===== src/rtl/ctq_pkg.sv =====
`timescale 1ns/1ps
package ctq_pkg;
  localparam int NSRC  = 4;
  localparam int SRC_W = 2;

  typedef enum logic [SRC_W-1:0] {
    SRC_DLOAD = 2'd0,
    SRC_IPREF = 2'd1,
    SRC_IWALK = 2'd2,
    SRC_DWALK = 2'd3
  } src_e;

  function automatic int src_quota(input int s);
    case (s)
      0:       return 4;
      1:       return 2;
      default: return 1;
    endcase
  endfunction

  function automatic int quota_total();
    int t;
    t = 0;
    for (int s = 0; s < NSRC; s++) t += src_quota(s);
    return t;
  endfunction
endpackage


===== src/rtl/ctq_order_fifo.sv =====
`timescale 1ns/1ps
module ctq_order_fifo #(
  parameter int W     = 8,
  parameter int DEPTH = 16
) (
  input  logic         clk,
  input  logic         rst_n,
  input  logic         push,
  input  logic [W-1:0] pdata,
  input  logic         pop,
  output logic [W-1:0] head,
  output logic         nempty,
  output logic         full
);
  localparam int PW = (DEPTH > 1) ? $clog2(DEPTH) : 1;
  localparam int CW = $clog2(DEPTH + 1);

  logic [W-1:0]  mem [DEPTH];
  logic [PW-1:0] wp, rp;
  logic [CW-1:0] cnt;

  assign nempty = (cnt != '0);
  assign full   = (cnt == CW'(DEPTH));
  assign head   = mem[rp];

  always_ff @(posedge clk) begin
    if (push) mem[wp] <= pdata;
  end

  always_ff @(posedge clk) begin
    if (!rst_n) begin
      wp  <= '0;
      rp  <= '0;
      cnt <= '0;
    end else begin
      if (push) wp <= (wp == PW'(DEPTH - 1)) ? '0 : wp + 1'b1;
      if (pop)  rp <= (rp == PW'(DEPTH - 1)) ? '0 : rp + 1'b1;
      cnt <= cnt + CW'(push) - CW'(pop);
    end
  end


  fifo_no_overflow_chk: assert property (@(posedge clk) disable iff (!rst_n)
    (push && !pop) |-> !full);
endmodule


===== src/rtl/ctq_read_credit.sv =====
`timescale 1ns/1ps
module ctq_read_credit #(
  parameter int RD_BEATS = 8,
  parameter int CW       = 3
) (
  input  logic                     clk,
  input  logic                     rst_n,
  input  logic                     acc,
  input  logic [ctq_pkg::SRC_W-1:0] acc_src,
  input  logic                     rsp_fire,
  input  logic [ctq_pkg::SRC_W-1:0] rsp_src,
  output logic [ctq_pkg::NSRC-1:0] room,
  output logic                     last
);
  localparam int NSRC = ctq_pkg::NSRC;
  localparam int BW   = (RD_BEATS > 1) ? $clog2(RD_BEATS) : 1;

  logic [BW-1:0] bcnt [NSRC];
  logic [CW-1:0] cnt  [NSRC];

  assign last = (bcnt[rsp_src] == BW'(RD_BEATS - 1));

  for (genvar s = 0; s < NSRC; s++) begin : g_src
    localparam int Q = ctq_pkg::src_quota(s);
    logic inc, hit, dec;
    assign inc = acc && (acc_src == ctq_pkg::SRC_W'(s));
    assign hit = rsp_fire && (rsp_src == ctq_pkg::SRC_W'(s));
    assign dec = hit && (bcnt[s] == BW'(RD_BEATS - 1));
    assign room[s] = (cnt[s] < CW'(Q));

    always_ff @(posedge clk) begin
      if (!rst_n) begin
        cnt[s]  <= '0;
        bcnt[s] <= '0;
      end else begin
        cnt[s] <= cnt[s] + CW'(inc) - CW'(dec);
        if (hit) bcnt[s] <= dec ? '0 : bcnt[s] + 1'b1;
      end
    end


    quota_chk: assert property (@(posedge clk) disable iff (!rst_n)
      cnt[s] <= CW'(Q));

    credit_underflow_chk: assert property (@(posedge clk) disable iff (!rst_n)
      dec |-> (cnt[s] != '0));
  end
endmodule


===== src/rtl/ctq_line_track.sv =====
`timescale 1ns/1ps
module ctq_line_track #(
  parameter int LW    = 27,
  parameter int SLOTS = 4
) (
  input  logic          clk,
  input  logic          rst_n,
  input  logic          alloc,
  input  logic [LW-1:0] alloc_line,
  input  logic          free,
  input  logic [LW-1:0] probe_line,
  output logic          hit
);
  localparam int PW = (SLOTS > 1) ? $clog2(SLOTS) : 1;

  logic [LW-1:0]    lines [SLOTS];
  logic [SLOTS-1:0] vld;
  logic [PW-1:0]    wp, rp;

  always_comb begin
    hit = 1'b0;
    for (int i = 0; i < SLOTS; i++)
      if (vld[i] && lines[i] == probe_line) hit = 1'b1;
  end

  always_ff @(posedge clk) begin
    if (alloc) lines[wp] <= alloc_line;
  end

  always_ff @(posedge clk) begin
    if (!rst_n) begin
      vld <= '0;
      wp  <= '0;
      rp  <= '0;
    end else begin
      if (free) begin
        vld[rp] <= 1'b0;
        rp <= (rp == PW'(SLOTS - 1)) ? '0 : rp + 1'b1;
      end
      if (alloc) begin
        vld[wp] <= 1'b1;
        wp <= (wp == PW'(SLOTS - 1)) ? '0 : wp + 1'b1;
      end
    end
  end


  dload_distinct_chk: assert property (@(posedge clk) disable iff (!rst_n)
    (alloc && probe_line == alloc_line) |-> !hit);
endmodule


===== src/rtl/cpu_txn_queue.sv =====
`timescale 1ns/1ps
module cpu_txn_queue #(
  parameter int ADDR_W     = 32,
  parameter int BEAT_BYTES = 4,
  parameter int WR_BYTES   = 16,
  parameter int RD_BYTES   = 32,
  parameter int WR_SLOTS   = 8,
  parameter int LINE_BYTES = 32
) (
  input  logic                                      clk,
  input  logic                                      rst_n,
  input  logic                                      req_valid,
  output logic                                      req_ready,
  input  logic                                      req_write,
  input  logic [1:0]                                req_src,
  input  logic [ADDR_W-1:0]                         req_addr,
  input  logic [WR_BYTES*8-1:0]                     req_wdata,
  input  logic [WR_BYTES-1:0]                       req_be,
  output logic                                      dsp_valid,
  input  logic                                      dsp_ready,
  output logic                                      dsp_write,
  output logic [1:0]                                dsp_src,
  output logic [ADDR_W-1:0]                         dsp_addr,
  output logic [WR_BYTES*8-1:0]                     dsp_wdata,
  output logic [WR_BYTES-1:0]                       dsp_be,
  output logic [$clog2(RD_BYTES/BEAT_BYTES+1)-1:0]  dsp_beats,
  input  logic                                      ctl_rsp_valid,
  output logic                                      ctl_rsp_ready,
  input  logic [BEAT_BYTES*8-1:0]                   ctl_rsp_data,
  input  logic [1:0]                                ctl_rsp_src,
  output logic                                      rsp_valid,
  input  logic                                      rsp_ready,
  output logic [BEAT_BYTES*8-1:0]                   rsp_data,
  output logic [1:0]                                rsp_src,
  output logic                                      rsp_last
);
  import ctq_pkg::*;

  localparam int WD_W     = WR_BYTES * 8;
  localparam int WR_BEATS = WR_BYTES / BEAT_BYTES;
  localparam int RD_BEATS = RD_BYTES / BEAT_BYTES;
  localparam int LEN_W    = $clog2(RD_BEATS + 1);
  localparam int RD_SLOTS = quota_total();
  localparam int DEPTH    = WR_SLOTS + RD_SLOTS;
  localparam int LINE_SH  = $clog2(LINE_BYTES);
  localparam int LW       = ADDR_W - LINE_SH;
  localparam int ENT_W    = 1 + SRC_W + ADDR_W + WD_W + WR_BYTES;
  localparam int WCW      = $clog2(WR_SLOTS + 1);
  localparam int RCW      = $clog2(src_quota(0) + 1);

  logic [WCW-1:0]     wcnt;
  logic [NSRC-1:0]    room;
  logic               line_hit, rd_ok, wr_ok;
  logic               acc, acc_w, acc_r, pop, pop_w, rsp_fire;
  logic               last_beat, free_line;
  logic [ENT_W-1:0]   pdata, head;
  logic               nempty, full;

  // request side acceptance
  assign wr_ok     = (wcnt < WCW'(WR_SLOTS));
  assign rd_ok     = room[req_src] && !(req_src == SRC_DLOAD && line_hit);
  assign req_ready = req_write ? wr_ok : rd_ok;
  assign acc       = req_valid && req_ready;
  assign acc_w     = acc && req_write;
  assign acc_r     = acc && !req_write;

  assign pdata = {req_write, req_src, req_addr,
                  req_write ? req_wdata : '0,
                  req_write ? req_be    : '0};

  // order store
  ctq_order_fifo #(.W(ENT_W), .DEPTH(DEPTH)) u_fifo (
    .clk    (clk),
    .rst_n  (rst_n),
    .push   (acc),
    .pdata  (pdata),
    .pop    (pop),
    .head   (head),
    .nempty (nempty),
    .full   (full)
  );

  assign dsp_valid = nempty;
  assign {dsp_write, dsp_src, dsp_addr, dsp_wdata, dsp_be} = head;
  assign dsp_beats = dsp_write ? LEN_W'(WR_BEATS) : LEN_W'(RD_BEATS);
  assign pop   = dsp_valid && dsp_ready;
  assign pop_w = pop && dsp_write;

  always_ff @(posedge clk) begin
    if (!rst_n) wcnt <= '0;
    else        wcnt <= wcnt + WCW'(acc_w) - WCW'(pop_w);
  end

  // read credits and beat counting
  assign rsp_valid     = ctl_rsp_valid;
  assign rsp_data      = ctl_rsp_data;
  assign rsp_src       = ctl_rsp_src;
  assign ctl_rsp_ready = rsp_ready;
  assign rsp_fire      = ctl_rsp_valid && rsp_ready;
  assign rsp_last      = last_beat;

  ctq_read_credit #(.RD_BEATS(RD_BEATS), .CW(RCW)) u_credit (
    .clk      (clk),
    .rst_n    (rst_n),
    .acc      (acc_r),
    .acc_src  (req_src),
    .rsp_fire (rsp_fire),
    .rsp_src  (ctl_rsp_src),
    .room     (room),
    .last     (last_beat)
  );

  // distinct-line tracking for data-cache loads
  assign free_line = rsp_fire && last_beat && (ctl_rsp_src == SRC_DLOAD);

  ctq_line_track #(.LW(LW), .SLOTS(src_quota(0))) u_lines (
    .clk        (clk),
    .rst_n      (rst_n),
    .alloc      (acc_r && req_src == SRC_DLOAD),
    .alloc_line (req_addr[ADDR_W-1:LINE_SH]),
    .free       (free_line),
    .probe_line (req_addr[ADDR_W-1:LINE_SH]),
    .hit        (line_hit)
  );


  wr_slots_chk: assert property (@(posedge clk) disable iff (!rst_n)
    wcnt <= WCW'(WR_SLOTS));

  dsp_hold_chk: assert property (@(posedge clk) disable iff (!rst_n)
    (dsp_valid && !dsp_ready) |=>
      (dsp_valid && $stable(dsp_addr) && $stable(dsp_src) && $stable(dsp_write)));
endmodule


===== config.mk =====
export PLATFORM = sky130hd
export DESIGN_NAME = cpu_txn_queue
export DESIGN_NICKNAME = d
export VERILOG_FILES = /design/src/rtl/ctq_pkg.sv /design/src/rtl/ctq_order_fifo.sv /design/src/rtl/ctq_read_credit.sv /design/src/rtl/ctq_line_track.sv /design/src/rtl/cpu_txn_queue.sv
export SDC_FILE = /design/constraint.sdc
export NUM_CORES = 2
export LEC_CHECK = 0
export BUFFER_PORTS_ARGS = -buffer_cell sky130_fd_sc_hd__buf_2
export CORE_AREA = 5 5 447 449
export CTS_CLUSTER_SIZE = 24
export DETAILED_ROUTE_END_ITERATION = 6
export DIE_AREA = 0 0 452 454
export PLACE_DENSITY = 0.77
export SYNTH_ARGS = -nofsm -noshare
export SYNTH_HDL_FRONTEND = slang
export SYNTH_SLANG_ARGS = --single-unit
export TNS_END_PERCENT = 100

===== constraint.sdc =====
create_clock -name clk -period 9.2 [get_ports clk]
set_input_delay 1.84 -clock clk [delete_from_list [all_inputs] [get_ports clk]]
set_output_delay 1.84 -clock clk [all_outputs]
set_load 0.005 [all_outputs]

==> flow_summary.json <==
{
  "status": "finished clean",
  "internal_power_uw": 24200,
  "drt_pass1_iterations": 6,
  "switching_share": 0.229,
  "seqPwrFrac": 0.492,
  "fp.dieH_um": 454,
  "rsz0062_at_grt": "false",
  "clock-root-buffer": "clkbuf_16",
  "ys_seq_area_frac": 0.778,
  "mostFrequentLayoutCell": "edfxtp_1",
  "tightest_slew_ns": 1.17,
  "syn_inst": 4876,
  "leakage_uw": 0.0405,
  "arrival_ns": 4.32,
  "setup_viol": 0,
  "nNetsFinal": 5619,
  "irDropWorstVdd_mv": 0.174,
  "combPwrFrac": 0.132,
  "grtUsageTotal": 0.267,
  "cpMaxStageDelayCell": "dfxtp_4",
  "vias": 54636,
  "dp_slack_ns": 3.24,
  "grt_pass1_wl_mm": 396,
  "postCtsHoldBufs": 0,
  "via_per_inst": 6.72,
  "cts_resized": 0,
  "reg2reg_depth": 11,
  "setup_ws_ns": 3.04,
  "cts_sinks": 3025,
  "ys.flop_type": "edfxtp_1",
  "switchingPower_uw": 7190,
  "fin_crit_sh": 0.670,
  "grt_start_max_net_pins": 155,
  "clock.fmax_mhz": 162,
  "postRouteAntennaNets": 0,
  "grt_pass1_vias": 57213,
  "htreeDepth": 5,
  "relSlewSlack": 0.220,
  "p_per_area_mw_per_mm2": 241,
  "hold_viol_final": 0,
  "finClkSkew_ns": 0.0611,
  "max-cap-violations": 0,
  "synth_enable_flop_cells": 2984,
  "synth.area.top_cells": "edfxtp_1, mux4_2, and2_1",
  "synth_top_cell_by_area": "edfxtp_1",
  "cts_buffer_depth": 4,
  "drive_gt1_frac": 0.316,
  "ys_seq_elements": 3025,
  "cpPeakStageDelay_ns": 0.94,
  "avgSynthCellArea_um2": 23.8,
  "cts_tree": "done",
  "gp_congestion": 0.825,
  "synth_top_area_frac": 0.771,
  "ios": 441,
  "row_count": 163,
  "critPathLaunchType": "flip-flop",
  "path_cells": "buf_12 -> buf_12 -> mux4_2 -> nor2b_1 -> a211oi_1 -> a21oi_1 -> buf_2",
  "crit_top_cell": "buf_12",
  "post-cts-setup-buffer-count": 0,
  "cts_buffers": 307,
  "hold_ws_ns": 0.512,
  "hp-class": "reg -> reg",
  "antenna_found_initial": 25,
  "synth_cell_type_count": 48,
  "post-route-drc-count": 0,
  "insertion_delay_ns": 0.96,
  "cp_data_required_time_ns": 7.36,
  "r2r_slack_ns": 5.18,
  "tns_ns": 0,
  "start_util": 0.594,
  "finalMaxSlewViolations": 0,
  "overflow": 0,
  "syn-cell-area_mm2": 0.116,
  "area_delta_synth_final_pct": 12.2,
  "ys_async_sr_fraction": 0,
  "fin_crit_ns": 6.16,
  "whs_path_depth": 2,
  "crit_type": "reg -> out",
  "fillers": 11744,
  "finish.utilization": 0.666,
  "clkPwrFrac": 0.375,
  "final_cell_mix": "edfxtp_1, mux4_2, buf_2, clkbuf_16, and2_1",
  "cp_max_fo": 88,
  "port-buffer-count": 374,
  "wl_per_cell_um": 33.4,
  "critPathCaptureType": "output pin",
  "placeableCoreArea_mm2": 0.196,
  "routed_wl_mm": 272,
  "first_iter_violations": 7201,
  "die_w_um": 452,
  "yosysWarnings": 0,
  "clkTransAtPathRegs_ns": 0.06,
  "dpl.hpwl_mm": 131,
  "die_area_mm2": 0.205
}
==> power groups by stage <==
stage / combinational (µW) / sequential, µW / clock, µW
after global placement: 4120 / 15700 / 0
after floorplan: 2900 / 15700 / 0
after detailed placement: 4170 / 15700 / 0
final: 4160 / 15500 / 11800
after CTS: 4250 / 15500 / 11900
after global routing: 4460 / 15500 / 12600
==> per-layer routing <==
| metal | share of wire | global-route usage |
|---|---|---|
| met4 | 0.037 | 0.0965 |
| met3 | 0.086 | 0.0432 |
| met2 | 0.50 | 0.436 |
| met5 | 0.000052 | 0 |
| met1 | 0.37 | 0.373 |
==> cells in the mapped netlist, types with 3 or more instances <==
library cell and n:
edfxtp_1 2984, mux4_2 874, clkbuf_1 195, and2_1 170
xnor2_1 98, nand4_1 51, ha_1 44, inv_1 43
dfxtp_1 41, buf_4 39, nor2_1 37, buf_1 35
a21oi_1 30, mux2i_1 27, nand2_1 26, nor2b_1 25
a211oi_1 23, xor2_1 18, and3_1 15, nor4_1 15
buf_2 11, nor3_1 10, nand3_1 9, a22oi_1 7
buf_6 6, fa_1 6, o21ai_0 5, a21o_1 3
or3_1 3
==> flip-flops by register name (all words and copies together) (netlist names), named ones only <==
name           count
u_fifo.wp          4
u_lines.rp         2
u_lines.lines    108
u_fifo.rp          4
u_fifo.cnt         5
u_lines.wp         2
u_lines.vld        4
u_credit.bcnt     12
u_credit.cnt      12
u_fifo.mem      2864
wcnt               4
==> stage by stage <==
step                      cells  cell area, µm²  total power, µW
after global placement     7598          121000            19900
after detailed placement   7598          121000            19900
after floorplan            4877          116000            18600
after global routing       8129          130000            32500
final                      8134          130000            31400
after CTS                  8121          130000            31600
==> final timing paths <==
kind	from	end
hold / removal	u_fifo.rp[1]$_SDFFE_PN0P_	flip-flop
setup reg to reg	u_credit.cnt[3][1]$_SDFF_PN0_	u_fifo.mem[15][72]$_DFFE_PP_
setup / recovery	flip-flop	dsp_wdata[67]
hold reg to reg	u_fifo.rp[1]$_SDFFE_PN0P_	flip-flop
==> layout make-up <==
cell class                 instances  area (µm²)  share of cell area
sequential                      3025       90400               0.693
clock buffer                     368        8060              0.0618
timing repair buffer             450        2810              0.0215
tap                             2557        3200              0.0245
multi-input combinational       1522       24500               0.188
inverter                          44         165             0.00127
antenna                           13        32.5            0.000249
clock inverter                   155        1300             0.00995
==> cells by family after synthesis <==
logic type	Yosys count	share of synthesized area
adder cells (fa/ha/maj)	50	0.00577
buffers and inverters	330	0.0124
XOR/XNOR	120	0.00949
other	1	0.0000323
AO/OA/AOI/OAI	75	0.00420
multiplexers	901	0.172
flip-flops	3025	0.778
AND/OR/NAND/NOR	374	0.0188
==> worst max-delay path, delay by kind of cell, from the launching register on <==
kind	cells	cell delay, ns
DFF	1	0.94
and+or+nand+nor	1	0.16
AOI/OAI and AO/OA	2	0.40
buffers and inverters	3	1.09
muxes	1	0.60
Power figures use the tool's default switching activity.
